--- config.mk ---
export PLATFORM = sky130hd
export DESIGN_NAME = lane_prbs_cfg_seq
export DESIGN_NICKNAME = d
export VERILOG_FILES = /design/src/rtl/prbs_cfg_pkg.sv /design/src/rtl/prbs_step_table.sv /design/src/rtl/prbs_rmw_unit.sv /design/src/rtl/lane_prbs_cfg_seq.sv
export SDC_FILE = /design/constraint.sdc
export NUM_CORES = 1
export LEC_CHECK = 0
export BUFFER_PORTS_ARGS = -buffer_cell sky130_fd_sc_hd__buf_2
export CORE_MARGIN = 2
export CORE_UTILIZATION = 29
export CTS_BUF_LIST = sky130_fd_sc_hd__clkbuf_8 sky130_fd_sc_hd__clkbuf_16
export CTS_CLUSTER_DIAMETER = 60
export DETAILED_ROUTE_END_ITERATION = 8
export GPL_ROUTABILITY_DRIVEN = 1
export PLACE_DENSITY_LB_ADDON = 0.1
export SETUP_SLACK_MARGIN = 0.2
export SLEW_MARGIN = 20
export SYNTH_ARGS = -nofsm -noshare
export SYNTH_HDL_FRONTEND = slang
export SYNTH_SLANG_ARGS = --single-unit
export TNS_END_PERCENT = 5
--- constraint.sdc ---
create_clock -name clk -period 2.3 [get_ports clk]
set_clock_uncertainty 0.05 [all_clocks]
set_input_delay 0.115 -clock clk [delete_from_list [all_inputs] [get_ports clk]]
set_output_delay 0.115 -clock clk [all_outputs]
set_load 0.1 [all_outputs]
--- src/rtl/prbs_cfg_pkg.sv ---
package prbs_cfg_pkg;

    localparam int LANE_AW   = 10;
    localparam int LANE_DW   = 8;
    localparam int NUM_STEPS = 7;
    localparam int STEP_W    = $clog2(NUM_STEPS);

    typedef enum logic [1:0] {
        POLY_9  = 2'd0,
        POLY_15 = 2'd1,
        POLY_23 = 2'd2,
        POLY_31 = 2'd3
    } poly_e;

    typedef enum logic [2:0] {
        ST_IDLE,
        ST_RD,
        ST_RWAIT,
        ST_WR,
        ST_RSTON,
        ST_RSTOFF
    } state_e;

    // Settings captured when a run starts
    typedef struct packed {
        logic       restore;
        poly_e      poly;
        logic       tx_noinv;
        logic       rx_noinv;
        logic [1:0] thresh;
    } cfg_t;

    // One masked access
    typedef struct packed {
        logic [LANE_AW-1:0] addr;
        logic [LANE_DW-1:0] mask;
        logic [LANE_DW-1:0] value;
    } step_t;

    // One-hot select for the three short polynomials, bit 0 = 9
    function automatic logic [2:0] short_poly_onehot(poly_e p);
        return {p == POLY_23, p == POLY_15, p == POLY_9};
    endfunction

    function automatic step_t step_lookup(logic [STEP_W-1:0] idx, cfg_t c);
        step_t      s;
        logic [2:0] ph;
        logic       p31;
        ph  = short_poly_onehot(c.poly);
        p31 = (c.poly == POLY_31);
        s   = '0;
        case (idx)
            3'd0: s = '{addr: 10'h006, mask: 8'hCF, value: 8'h44};
            3'd1: s = '{addr: 10'h007, mask: 8'hE4,
                        value: {ph, 2'b00, c.tx_noinv, 2'b00}};
            3'd2: s = '{addr: 10'h008, mask: 8'h10,
                        value: {3'b000, p31, 4'b0000}};
            3'd3: s = '{addr: 10'h00A, mask: 8'h90,
                        value: {1'b1, 2'b00, c.rx_noinv, 4'b0000}};
            3'd4: s = '{addr: 10'h00B, mask: 8'hEE,
                        value: {ph, 1'b0, c.thresh, 1'b1, 1'b0}};
            3'd5: s = '{addr: 10'h00C, mask: 8'h0B,
                        value: {4'b0000, 2'b00, 1'b1, p31}};
            3'd6: s = '{addr: 10'h13F, mask: 8'h0F, value: 8'h0E};
            default: s = '0;
        endcase
        if (c.restore) begin
            s.value = '0;
        end
        return s;
    endfunction

    function automatic logic [LANE_DW-1:0] masked_merge(
        logic [LANE_DW-1:0] old_v,
        logic [LANE_DW-1:0] mask,
        logic [LANE_DW-1:0] new_v
    );
        return (old_v & ~mask) | (new_v & mask);
    endfunction

endpackage

--- src/rtl/prbs_step_table.sv ---
module prbs_step_table
    import prbs_cfg_pkg::*;
(
    input  logic [STEP_W-1:0] step_idx,
    input  cfg_t              cfg,
    output step_t             step
);

    always_comb begin
        step = step_lookup(step_idx, cfg);
    end

endmodule

--- src/rtl/prbs_rmw_unit.sv ---
module prbs_rmw_unit
    import prbs_cfg_pkg::*;
(
    input  logic               clk,
    input  logic               rst,
    input  logic               capture,
    input  logic [LANE_DW-1:0] old_data,
    input  logic [LANE_DW-1:0] mask,
    input  logic [LANE_DW-1:0] value,
    output logic [LANE_DW-1:0] merged
);

    logic [LANE_DW-1:0] merged_q;

    always_ff @(posedge clk) begin
        if (rst) begin
            merged_q <= '0;
        end else if (capture) begin
            merged_q <= masked_merge(old_data, mask, value);
        end
    end

    assign merged = merged_q;

endmodule

--- src/rtl/lane_prbs_cfg_seq.sv ---
module lane_prbs_cfg_seq
    import prbs_cfg_pkg::*;
#(
    parameter int                 MGMT_AW       = 8,
    parameter int                 MGMT_DW       = 32,
    parameter logic [MGMT_AW-1:0] MGMT_RST_ADDR = 8'h13,
    parameter int                 RST_BIT       = 2
) (
    input  logic               clk,
    input  logic               rst,
    input  logic               start,
    input  logic               restore,
    input  logic [1:0]         poly_sel,
    input  logic               tx_noinv,
    input  logic               rx_noinv,
    input  logic [1:0]         chk_thresh,
    output logic               busy,
    output logic               done,
    output logic [LANE_AW-1:0] reg_addr,
    output logic               reg_rd,
    output logic               reg_wr,
    output logic [LANE_DW-1:0] reg_wdata,
    input  logic [LANE_DW-1:0] reg_rdata,
    input  logic               reg_wait,
    input  logic               reg_rvalid,
    output logic [MGMT_AW-1:0] mgmt_addr,
    output logic               mgmt_wr,
    output logic [MGMT_DW-1:0] mgmt_wdata,
    input  logic               mgmt_wait
);

    localparam logic [STEP_W-1:0]  LAST_STEP = STEP_W'(NUM_STEPS - 1);
    localparam logic [MGMT_DW-1:0] RST_WORD  = MGMT_DW'(1) << RST_BIT;

    state_e            state_q;
    cfg_t              cfg_q;
    logic [STEP_W-1:0] step_q;
    step_t             cur_step;
    logic              done_q;
    logic              rd_fire;
    logic              wr_fire;
    logic              mgmt_fire;
    logic              capture;

    assign rd_fire   = reg_rd && !reg_wait;
    assign wr_fire   = reg_wr && !reg_wait;
    assign mgmt_fire = mgmt_wr && !mgmt_wait;
    assign capture   = (state_q == ST_RWAIT) && reg_rvalid;

    prbs_step_table u_table (
        .step_idx (step_q),
        .cfg      (cfg_q),
        .step     (cur_step)
    );

    prbs_rmw_unit u_rmw (
        .clk      (clk),
        .rst      (rst),
        .capture  (capture),
        .old_data (reg_rdata),
        .mask     (cur_step.mask),
        .value    (cur_step.value),
        .merged   (reg_wdata)
    );

    always_ff @(posedge clk) begin
        if (rst) begin
            state_q <= ST_IDLE;
            step_q  <= '0;
            cfg_q   <= '0;
            done_q  <= 1'b0;
        end else begin
            done_q <= 1'b0;
            case (state_q)
                ST_IDLE: begin
                    if (start) begin
                        cfg_q.restore  <= restore;
                        cfg_q.poly     <= poly_e'(poly_sel);
                        cfg_q.tx_noinv <= tx_noinv;
                        cfg_q.rx_noinv <= rx_noinv;
                        cfg_q.thresh   <= chk_thresh;
                        step_q         <= '0;
                        state_q        <= ST_RD;
                    end
                end
                ST_RD: begin
                    if (rd_fire) state_q <= ST_RWAIT;
                end
                ST_RWAIT: begin
                    if (reg_rvalid) state_q <= ST_WR;
                end
                ST_WR: begin
                    if (wr_fire) begin
                        if (step_q == LAST_STEP) begin
                            state_q <= ST_RSTON;
                        end else begin
                            step_q  <= step_q + 1'b1;
                            state_q <= ST_RD;
                        end
                    end
                end
                ST_RSTON: begin
                    if (mgmt_fire) state_q <= ST_RSTOFF;
                end
                ST_RSTOFF: begin
                    if (mgmt_fire) begin
                        state_q <= ST_IDLE;
                        done_q  <= 1'b1;
                    end
                end
                default: state_q <= ST_IDLE;
            endcase
        end
    end

    assign busy       = (state_q != ST_IDLE);
    assign done       = done_q;
    assign reg_addr   = cur_step.addr;
    assign reg_rd     = (state_q == ST_RD);
    assign reg_wr     = (state_q == ST_WR);
    assign mgmt_addr  = MGMT_RST_ADDR;
    assign mgmt_wr    = (state_q == ST_RSTON) || (state_q == ST_RSTOFF);
    assign mgmt_wdata = (state_q == ST_RSTON) ? RST_WORD : '0;

endmodule

### Word-level counts from Yosys, hierarchy flattened

Cells that the tools add are included.
W data, S select, Z words.

| operators by class | value |
|---|---|
| $add $sub $neg | 1 |
| equality and inequality tests | 21 |
| mux-type cells | 16 |
| bitwise logic cells | 5 |
| reductions and logical operators | 16 |

Operators by type and width:

| cell | count |
|---|---|
| $pmux W25 S7 | 1 |
| $mux W3 | 11 |
| $pmux W3 S6 | 1 |
| $and A8 B8 Y8 | 2 |
| $eq A3 B3 Y1 const B | 5 |
| $eq A3 B2 Y1 const B | 4 |
| $ne A2 B2 Y1 const B | 5 |
| $mux W8 | 1 |
| $not A8 Y8 | 1 |
| $or A8 B8 Y8 | 1 |
| $eq A3 B1 Y1 const B | 2 |
| $logic_not A3 Y1 | 2 |
| $pmux W3 S2 | 1 |
| $reduce_and A6 Y1 | 1 |
| $eq A2 B2 Y1 const B | 2 |
| $logic_and A1 B1 Y1 | 4 |
| $ne A2 B1 Y1 const B | 2 |
| $reduce_and A4 Y1 | 1 |
| $add A3 B1 Y3 const B | 1 |
| $reduce_bool A3 Y1 | 1 |
| $eq A2 B1 Y1 const B | 1 |
| $logic_not A1 Y1 | 2 |
| $logic_not A2 Y1 | 1 |
| $reduce_and A2 Y1 | 1 |
| 5 further kinds | 5 |

| word-level totals | value |
|---|---|
| flip-flop bits (word level) | 22 |
| input port bits | 21 |
| output and inout bits | 63 |

### Logic depth before layout (Yosys ltp)

Gate-level depths: netlist of the first run.

| logic depth | value |
|---|---|
| word-level depth | 5 |
| mapped depth | 7 |
| mapped depth without buffers | 6 |

### Cells and area by module

A second synthesis of the first run with hierarchy kept.

| second synthesis, totals | value |
|---|---|
| cell total of the unflattened synthesis | 201 |
| area total of the unflattened synthesis | 1727.9 µm² |

Modules (own cells, without submodules):

| module | instances | cells each | area an instance (µm²) | seq. area each (µm²) |
|---|---|---|---|---|
| lane_prbs_cfg_seq | 1 | 115 | 1032.2 | 280.3 |
| prbs_rmw_unit | 1 | 35 | 380.4 | 160.2 |
| prbs_step_table | 1 | 51 | 315.3 | 0.0 |

### Worst setup path after synthesis of the first run

OpenSTA, ideal clock, no wires.

| timing path | value |
|---|---|
| path kind | register -> output |
| start | reg state_q[0] |
| end | out reg_rd |
| arrival | 2771 ps |
| required time | 2135 ps |
| path slack | -636 ps |
| cell stages (with the launch flop) | 3 |
| path through | dfxtp_1 buf_2 nor3b_1 |

| on the way | value |
|---|---|
| word-level cells in the longest chain between the ends | 1 |

RTL lines:

| item | line | text |
|---|---|---|
| start: declaration | lane_prbs_cfg_seq.sv:35 | `state_e state_q;` |
| start signal: assignment | lane_prbs_cfg_seq.sv:68 | `state_q <= ST_IDLE;` |
| start signal: assignment | lane_prbs_cfg_seq.sv:83 | `state_q <= ST_RD;` |
| start signal: assignment | lane_prbs_cfg_seq.sv:87 | `if (rd_fire) state_q <= ST_RWAIT;` |
| $eq A3 B1 Y1 | lane_prbs_cfg_seq.sv:119 | `assign reg_rd = (state_q == ST_RD);` |
| end: declaration | lane_prbs_cfg_seq.sv:20 | `output logic reg_rd,` |

Every way passes these cells.

### Worst setup path after layout of the first run

| timing path | value |
|---|---|
| start | reg step_q[0] |
| end | out reg_addr[3] |

| on the way | value |
|---|---|
| word-level cells in the longest chain between the ends | 2 |
| elaborated cells between the ends (all ways) | 8 |

RTL lines:

| item | line | text |
|---|---|---|
| start: declaration | lane_prbs_cfg_seq.sv:37 | `logic [STEP_W-1:0] step_q;` |
| start signal: assignment | lane_prbs_cfg_seq.sv:97 | `step_q <= step_q + 1'b1;` |
| $eq A3 B3 Y1, or another cell as far along | prbs_cfg_pkg.sv:52 | `case (idx)` |
| $pmux W25 S7 (*) | prbs_cfg_pkg.sv:52 |  |
| end: declaration | lane_prbs_cfg_seq.sv:19 | `output logic [LANE_AW-1:0] reg_addr,` |

Mark *: on every way between the ends. The rest lies on a longest branch, timed or not.

==> results of run 1 <==
state kept, by name (all words and copies together) (netlist names):
register      count
done              1
state_q           3
u_rmw.merged      8
cfg_q             7
step_q            3
layout by cell type (no fill, tap or decap), drive strengths merged, types with 2 or more instances in the layout:
master / synthesis / routed
nor3b: 4 / 4
ha: 5 / 5
buf: 49 / 43
nor4b: 2 / 2
inv: 9 / 9
nor3: 6 / 6
nand3: 3 / 3
nand2b: 6 / 6
o21a: 2 / 2
nand2: 26 / 26
conb: 2 / 42
clkbuf: 6 / 3
a21oi: 23 / 23
mux2i: 3 / 3
dfxtp: 22 / 22
a31oi: 4 / 4
nor2: 7 / 7
nor2b: 2 / 2
o21ai: 12 / 12
mux2: 2 / 2
metal layers:
layer  wire [um]  up-vias  share of wire (%)
met2        1640       65                 44
met1        1710      629                 46
met5           0        -                  0
met3         269        5                7.3
li1            -      687                  -
met4          69        0                1.9
worst max-delay path: cells and delay by family (launching register included):
kind                     cells  cell delay, ns
adder cells (fa/ha/maj)      1            0.35
AO/OA/AOI/OAI                1            0.14
AND/OR/NAND/NOR              1            0.14
flip-flops                   1            0.36
buffers and inverters        2            0.55
power breakdown:
part           total, W  switching (W)  internal [W]
Clock          0.000375       0.000142      0.000233
Combinational  0.000526       0.000462     0.0000646
Sequential     0.000429      0.0000280      0.000401
Total           0.00133       0.000632      0.000699
cell type report:
type,count,area (sq um),area share (%)
Multi-Input combinational cell,163,908,51.2
Sequential cell,22,443,25.0
Timing Repair Buffer,43,226,12.8
Tap cell,72,90.1,5.08
Clock buffer,3,41.3,2.33
Inverter,9,33.8,1.91
Clock inverter,1,30.0,1.69
what timing repair did:
item	CTS	global route
endpoints found under the setup margin	2	3
hold buffers	0	0
pin swaps	0	0
gates resized for setup	2	4
stage by stage:
stage / hold slack [ns] / area (sq um)
finish: 0.0181 / 1770
global placement: 0.314 / 1690
global route: 0.00825 / 1770
floorplan: 0.138 / 1760
CTS: 0.00936 / 1760
detailed placement: 0.311 / 1690
cell families after synthesis:
group,share of synthesized area [%]
fa+ha+maj,3.90
compound gates,17.4
simple gates,21.0
flops,27.4
other cells,0.468
mux,3.27
xor+xnor,0.546
buf+inv,26.0
how the worst min path moves through the flow:
| stage | from | endpoint | slack (ns) | cells past startpoint |
|---|---|---|---|---|
| 2_1_floorplan | rst | state_q[0] | 0.14 | 1 |
| 3_3_place_gp | rx_noinv | cfg_q[2] | 0.31 | 3 |
| 3_5_place_dp | rx_noinv | cfg_q[2] | 0.31 | 3 |
| 4_1_cts | rx_noinv | cfg_q[2] | 0.009 | 3 |
| 5_1_grt | rx_noinv | cfg_q[2] | 0.008 | 3 |
| 6_report | rx_noinv | cfg_q[2] | 0.02 | 3 |
==> results_dict.tcl, run 1 <==
set metrics [dict create \
    ys_seq_elements 22 \
    totalPowerFinal_w 0.00133 \
    grt_use_met3_pct 2.18 \
    synth_cell_types 38 \
    die_h_um 78.4 \
    die_w_um 78.4 \
    fill_cells 612 \
    h-tree-depth 1 \
    grt_use_total_pct 11.9 \
    drive_gt1_share_pct 24.5 \
    nets 268 \
    yosys.cell_count.top_type "buf_4" \
    clock_sinks 22 \
    report.final.hold_viol_count 0 \
    clk_latency_ns 0.27 \
    leakagePower_nw 0.830 \
    grt_setup_unrepaired "false" \
    first_pass_iters 4 \
    reg2reg_setup_slack_ns 0.65 \
    post-route-drc-count 0 \
    grt.met2_usage_pct 18.4 \
    grt_antenna_before_repair 0 \
    outcome "finished, final reports clean" \
    clk_root_buffer_cell "clkbuf_8" \
    synth_async_sr_flop_share_pct 0 \
    min-delay-path-class "in2reg" \
    post-place-cells 309 \
    antennaDiodeCount 0 \
    globalplace.congestion 0.755 \
    totalWireLength_um 3680 \
    critical_path.startpoint "step_q[0]" \
    post_cts.repair.setup_buffers 0 \
    synth_top_area_cell "dfxtp_1" \
    fin_crit_ns 1.99 \
    synthTopCellsByArea "dfxtp_1 (27%), buf_4 (21%), a21oi_1 (6.9%)" \
    clockBufferDepth 2 \
    max_fanout_on_critical_path 9 \
    max_freq_mhz 503 \
    vias 1386 \
    synthToLayoutAreaGrowth_pct 10.4 \
    yosys.area.top_type_share_pct 27.4 \
    worst_setup_hold_path_clk_slew_ns 0.09 \
    worstSetupPathType "reg2out" \
    grt.met1_usage_pct 15.6 \
    final_core_utilization_pct 32.6 \
    critical_path.startpoint_type "flop" \
    post_synth_instance_area_sq_um 1610 \
    ios 84 \
    first_global_vias 1213 \
    power_per_cell_area_nw_per_um2 750 \
    cts_made_buffers 3 \
    timing.critical_path.to "reg_addr[3]" \
    synth_warnings 0 \
    reg2reg_depth 3 \
    regToRegEndpoint "u_rmw.merged[0]" \
    worstPathCellList "inv_1 -> ha_1 -> o21ai_0 -> nand3_1 -> buf_2" \
    non_filler_cells_in_the_finished_layout 313 \
    min_period_over_period_pct 86.4 \
    floorplan.core_area_sq_um 5440 \
    syn_area_per_cell_sq_um 7.68 \
    cts_tree "done" \
    port_buffers 41 \
    drv.max_cap_violation_count 0 \
    final_tns_setup_ns 0 \
    crit_arrival_ns 1.82 \
    cp_slowest_cell "buf_2" \
    synthCells 209 \
    postSynth.topFlopCell "dfxtp_1" \
    gr-total-overflow 0 \
    r2r-start "state_q[1]" \
    critPathRequiredTime_ns 2.13 \
    initial_utilization_pct 29.5 \
    synth-edff-count 0 \
    pre_cts_slack_ns 0.379 \
    drt_first_iter_violations 45 \
    busiest_layer "met2" \
    grt_pass1_wl_um 5670 \
    worst_path_largest_cell_delay_ns 0.45 \
    detail-route-antenna-nets 0 \
    rows 27 \
    place.detailed.hpwl_um 2820 \
    synth_common_cells "buf_4 (44), nand2_1 (26), a21oi_1 (22), dfxtp_1 (22), o21ai_0 (12)" \
    die_area_sq_um 6150 \
    timing.final.max_slew_violations 0 \
    grt_max_degree 17 \
    avgRoutedWirePerCell_um 11.8 \
    drt-vias-per-instance 4.43 \
    yosysSeqAreaShare_pct 27.4 \
    critical_path.endpoint_type "output pin" \
    vdd_drop_max_mv 0.217 \
    layout_setup_ws_ns 0.314 \
    finalSetupViolCount 0 \
]
Note: power is estimated with default switching activity, not from simulation.
==> run 2, diff against run 1 <==
clock period = 1.6 ns   (was 2.3 ns; I/O delays follow)
==> run 2 against run 1 <==
  * Core utilization increased by 11 points
  * Largest power group unchanged
  * Clock power increased by 41%
  * Combinational power increased by 61%
  * The run now ends with negative setup slack left
  * Via count increased by 4.5%
  * Sequential cell count unchanged
  * Sequential share of layout area decreased by 5.7 points
  * Power increased by 49%
  * Routed wire length increased by 6.6%
  * Global-route usage increased by 1.3 points
  * Critical path depth unchanged
==> results_dict.tcl, run 2 (synthesis gave the netlist of run 1 again) <==
set metrics [dict create \
    grt_pass1_wl_um 6380 \
    layout_setup_ws_ns -0.0770 \
    outcome "finished with violations" \
    cts_tree "done" \
    rows 27 \
    cpLargestDelayFamily "simple AND/OR/NAND/NOR gates" \
    cp_slowest_cell "dfxtp_4" \
    timing.final.max_slew_violations 0 \
    first_global_vias 1383 \
    grt_antenna_before_repair 0 \
    initial_utilization_pct 29.5 \
    count_of_cell_instances_traversed_by_the_critical_path 5 \
    max_fanout_on_critical_path 4 \
    critPathRequiredTime_ns 1.47 \
    h-tree-depth 1 \
    post-place-cells 325 \
    r2r-start "step_q[0]" \
    worstSetupPathType "reg2out" \
    worstPathCellList "inv_4 -> ha_4 -> nor2b_4 -> or3_4 -> buf_12" \
    finalSetupViolCount 3 \
    die_h_um 78.4 \
    min-delay-path-class "in2reg" \
    nets 295 \
    worst_path_largest_cell_delay_ns 0.40 \
    reg2reg_setup_slack_ns 0.04 \
    synthToLayoutAreaGrowth_pct 48.5 \
    grt_setup_unrepaired "true" \
    die_w_um 78.4 \
    min_delay_path_depth 3 \
    final_common_cell "conb_1" \
    vias 1448 \
    clk_latency_ns 0.27 \
    leakagePower_nw 1.05 \
    critical_path.startpoint_type "flop" \
    detail-route-antenna-nets 0 \
    final_core_utilization_pct 43.8 \
    fin_crit_ns 1.68 \
    critical_path.n_buffers_inverters 2 \
    drive_gt1_share_pct 39.9 \
    reg2reg_depth 7 \
    ios 84 \
    avgRoutedWirePerCell_um 11.5 \
    clockBufferDepth 2 \
    place.detailed.hpwl_um 3030 \
    min_period_over_period_pct 105 \
    worst_setup_hold_path_clk_slew_ns 0.09 \
    die_area_sq_um 6150 \
    max_freq_mhz 596 \
    regToRegEndpoint "step_q[2]" \
    post-route-drc-count 0 \
    cts_made_buffers 3 \
    gr-total-overflow 0 \
    timing.critical_path.to "reg_addr[2]" \
    crit_arrival_ns 1.55 \
    critical_path.endpoint_type "output pin" \
    power_per_cell_area_nw_per_um2 834 \
    drv.max_cap_violation_count 0 \
    non_filler_cells_in_the_finished_layout 340 \
    floorplan.core_area_sq_um 5440 \
    failed_checks "negative setup slack" \
    drt-vias-per-instance 4.26 \
    report.final.hold_viol_count 0 \
    first_pass_iters 4 \
    grt_max_degree 14 \
    critical_path.startpoint "step_q[0]" \
    globalplace.congestion 0.814 \
    clk_root_buffer_cell "clkbuf_8" \
    largest_register_ff_count 8 \
    grt_use_total_pct 13.1 \
    vdd_drop_max_mv 0.323 \
    antennaDiodeCount 0 \
    totalWireLength_um 3930 \
    clock_sinks 22 \
    layout_common_cells "conb_1 (42), buf_2 (29), nand2_1 (24)" \
    port_buffers 41 \
    drt_first_iter_violations 74 \
]
run 2: cell types whose count changed in the layout (fill, tap and decap cells not counted), moves of 4 or more:
cell / change
buf_4: +16
inv_4: +4
ha_1: -4
dfxtp_4: +5
dfxtp_1: -4
dlygate4sd3_1: +7
buf_2: -11
ha_4: +5
inv_1: -6
buf_12: +12
o21ai_0: -4
run 2: how the worst min path moves through the flow:
stage | slack [ns] | startpoint | end
floorplan | 0.10 | rst | state_q[0]
global placement | 0.28 | tx_noinv | cfg_q[3]
detailed placement | 0.28 | chk_thresh[1] | cfg_q[1]
CTS | 0.003 | poly_sel[0] | cfg_q[4]
global route | 0.0004 | poly_sel[0] | cfg_q[4]
finish | 0.003 | poly_sel[0] | cfg_q[4]
run 2: repair_timing:
item,4_1_cts,5_1_grt
endpoints found under the hold margin,7,0
hold buffers,7,0
pin swaps,6,12
resized for setup,38,25
setup endpoints to repair,21,28
buffers inserted,4,0
run 2: through the flow:
step	TNS (ns)	area [sq um]	setup WS [ns]	power, W	hold WS [ns]
floorplan	-2.55	1790	-0.403	0.00139	0.103
global placement	0	1980	0.0351	0.00144	0.277
detailed placement	-0.00633	1980	-0.00633	0.00143	0.277
CTS	-0.174	2290	-0.0861	0.00200	0.00344
global route	-0.402	2380	-0.124	0.00209	0.000437
finish	-0.110	2380	-0.0770	0.00199	0.00309
run 2: area by class of cell:
type                    count  area [sq um]
clock buffers               3          41.3
clock inverters             1          30.0
fillers                   572          3060
inverters                   9          47.5
multi-input cells         163          1080
flip-flops and latches     22           460
well taps                  72          90.1
repair buffers             70           636
run 2: power by group:
group          total, W  switching (W)  leakage, nW  internal (W)
registers      0.000611      0.0000379        0.183      0.000573
clock network  0.000530       0.000196       0.0357      0.000334
logic          0.000848       0.000685        0.833      0.000163
run 2: per-layer routing:
layer / vias up / track usage, % / part of all wire, %
met4: 0 / 4.74 / 1.4
met5: - / 0 / 0
li1: 737 / - / -
met2: 58 / 20.9 / 46
met1: 649 / 17.8 / 46
met3: 4 / 2.30 / 6.2
run 2: worst min-delay path, cell delays in order:
cell	delay [ns]
buf_2	0.10
nand2_1	0.05
a21oi_1	0.05
==> run 3, diff against run 2 <==
ABC_AREA = 1   (was not set)
CORE_UTILIZATION = 41   (was 29)
==> run 3 against run 2 <==
  * Critical path depth is 2 higher
  * Die area is 26% lower
  * Synthesized cell count is 18% higher
  * Worst hold slack better by 0.023 ns
  * Fmax is 0.96% higher
  * The flow still finishes with violations (negative setup slack)
  * Highest routed layer unchanged
  * Cell area is 6.8% lower
  * Clock-buffer cell count is 1 higher
  * Sequential cell count stayed put
  * Critical endpoint is now reg_addr[1]
==> results_dict.tcl, run 3 <==
set metrics [dict create \
    top_layer_used "met4" \
    max_fanout_on_critical_path 4 \
    grt_pass1_wl_um 5840 \
    die_h_um 67.5 \
    yosys.area.top_type_share_pct 26.6 \
    worstPathCellList "inv_4 -> ha_4 -> nand2_4 -> clkinvlp_4 -> nor2_4 -> nand3_4 -> buf_12" \
    postSynth.topFlopCell "dfxtp_1" \
    globalplace.congestion 0.877 \
    min-delay-path-class "in2reg" \
    route.met2.wl_um 2000 \
    grt_max_degree 19 \
    clock_sinks 22 \
    clockBufferDepth 2 \
    yosys.cell_count.top_type "buf_4" \
    cts_tree "done" \
    whs_endpoint "u_rmw.merged[5]" \
    post_synth_instance_area_sq_um 1650 \
    grt_antenna_before_repair 0 \
    drt-vias-per-instance 4.42 \
    outcome "finished with violations" \
    worst_setup_hold_path_clk_slew_ns 0.08 \
    finalSetupViolCount 4 \
    place.detailed.hpwl_um 3000 \
    port_buffers 41 \
    critPathRequiredTime_ns 1.47 \
    syn_area_per_cell_sq_um 6.72 \
    critical_path.n_buffers_inverters 3 \
    grt_setup_unrepaired "true" \
    critical_path.endpoint_type "output pin" \
    drive_gt1_share_pct 36.1 \
    detail-route-antenna-nets 0 \
    die_area_sq_um 4560 \
    h-tree-depth 1 \
    stdcell_area_sq_um 2220 \
    min_delay_path_depth 3 \
    drt_first_iter_violations 55 \
    crit_arrival_ns 1.53 \
    grt_use_total_pct 17.1 \
    min_period_over_period_pct 104 \
    synthCells 246 \
    reg2reg_depth 9 \
    regToRegEndpoint "u_rmw.merged[2]" \
    nets 326 \
    worst_path_largest_cell_delay_ns 0.38 \
    r2r-start "step_q[0]" \
    die_w_um 67.5 \
    startpoint_of_the_lowest_slack_hold_path "reg_rdata[5]" \
    clk_latency_ns 0.27 \
    layout_common_cells "conb_1 (42), nand2_1 (31), buf_2 (29)" \
    synth_async_sr_flop_share_pct 0 \
    rows 23 \
    ios 84 \
    floorplan.core_area_sq_um 3940 \
    max_freq_mhz 602 \
    placed_area_sq_um 1940 \
    cts_made_buffers 3 \
    pre_cts_slack_ns -0.105 \
    cp_slowest_cell "dfxtp_4" \
    initial_utilization_pct 42.0 \
    synthToLayoutAreaGrowth_pct 34.3 \
    synth_top_area_cell "dfxtp_1" \
    synth-edff-count 0 \
    avgRoutedWirePerCell_um 11.1 \
    critical_path.startpoint_type "flop" \
    gr-total-overflow 0 \
    cpLargestDelayFamily "flip-flops" \
    failed_checks "negative setup slack" \
    met3RoutedLength_um 190 \
    synth_common_cells "buf_4 (44), nand2_1 (37), inv_1 (30), a21oi_1 (22), dfxtp_1 (22)" \
    clk_root_buffer_cell "clkbuf_8" \
    timing.final.max_slew_violations 0 \
    worstSetupPathType "reg2out" \
    synth_warnings 0 \
    ys_seq_elements 22 \
    drv.max_cap_violation_count 0 \
    final_common_cell "conb_1" \
    vias 1541 \
    first_pass_iters 4 \
    post-route-drc-count 0 \
    reg2reg_setup_slack_ns 0.10 \
    layout_setup_ws_ns -0.0611 \
    fin_crit_ns 1.66 \
    synth_cell_types 24 \
    totalWireLength_um 3890 \
    report.final.hold_viol_count 0 \
    routed_length_on_met1_um 1600 \
    synthTopCellsByArea "dfxtp_1 (27%), buf_4 (20%), nand2_1 (8.4%)" \
    yosysSeqAreaShare_pct 26.6 \
    antennaDiodeCount 0 \
    first_global_vias 1335 \
    largest_register_ff_count 8 \
]
[run 3: cell count changes in the layout (fill, tap and decap cells not counted), moves of 6 or more]
cell / previous run / this run
o21ai_0: 8 / 18
nand2_1: 24 / 31
inv_1: 3 / 22
nor2_1: 5 / 14
buf_4: 18 / 12
nand2b_1: 6 / 0
[run 3: per-stage QoR]
| step | utilization, % | std cells | hold WS, ns | setup TNS (ns) |
|---|---|---|---|---|
| 2_1_floorplan | - | 286 | 0.0991 | -1.72 |
| 3_3_place_gp | 49.2 | 337 | 0.250 | -0.0914 |
| 3_5_place_dp | 49.2 | 337 | 0.247 | -0.207 |
| 4_1_cts | 53.8 | 348 | 0.0277 | -0.334 |
| 5_1_grt | 56.4 | 349 | 0.0467 | -0.399 |
| 6_report | 56.4 | 349 | 0.0258 | -0.117 |
[run 3: layer usage]
metal | GRT usage [%] | vias to the layer above
li1 | - | 804
met4 | 6.89 | 0
met5 | 0 | -
met3 | 3.33 | 9
met2 | 31.6 | 43
met1 | 19.0 | 685
[run 3: cell type report]
type / count / area (sq um)
fill: 411 / 1720
multi-input combinational: 183 / 1020
timing repair buffer: 56 / 479
sequential: 22 / 457
inverter: 34 / 145
tap: 50 / 62.6
clock buffer: 4 / 55.1
[run 3: logic make-up after synthesis]
family	synth area share [%]
other cells	0.454
compound gates	14.8
simple gates	25.0
flops	26.6
fa+ha+maj	3.78
buf+inv	29.3
[run 3: worst register-to-register path: stages, from the launching register on]
cell and delay, ns:
dfxtp_4 0.38, inv_4 0.05, ha_4 0.16, nand2_4 0.09
clkinvlp_4 0.13, nor2_4 0.19, buf_4 0.14, o211ai_1 0.07
nand3_1 0.08, a21oi_1 0.07
[run 3: worst max-delay path by stage]
| stage | startpoint | end | slack [ns] | depth (start not counted) |
|---|---|---|---|---|
| after CTS | step_q[1] | reg_addr[3] | -0.09 | 7 |
| final | step_q[0] | reg_addr[1] | -0.06 | 7 |
| after global placement | step_q[1] | reg_addr[0] | -0.07 | 7 |
| after detailed placement | step_q[1] | reg_addr[0] | -0.10 | 7 |
| after floorplan | step_q[0] | reg_addr[1] | -0.27 | 6 |
| after global routing | step_q[0] | reg_addr[1] | -0.13 | 7 |
[run 3: what timing repair did]
action | CTS | global route
pin swaps | 8 | 11
buffers inserted | 4 | 1
resized for setup | 21 | 34
cloned | 0 | 0
hold buffers | 3 | 0
hold endpoints to repair | 3 | 0
endpoints found under the setup margin | 28 | 34
Power of run 3 is left out: the tool's default activity adds up to more than one toggle a clock period on the data nets, which glitch-free logic cannot reach.
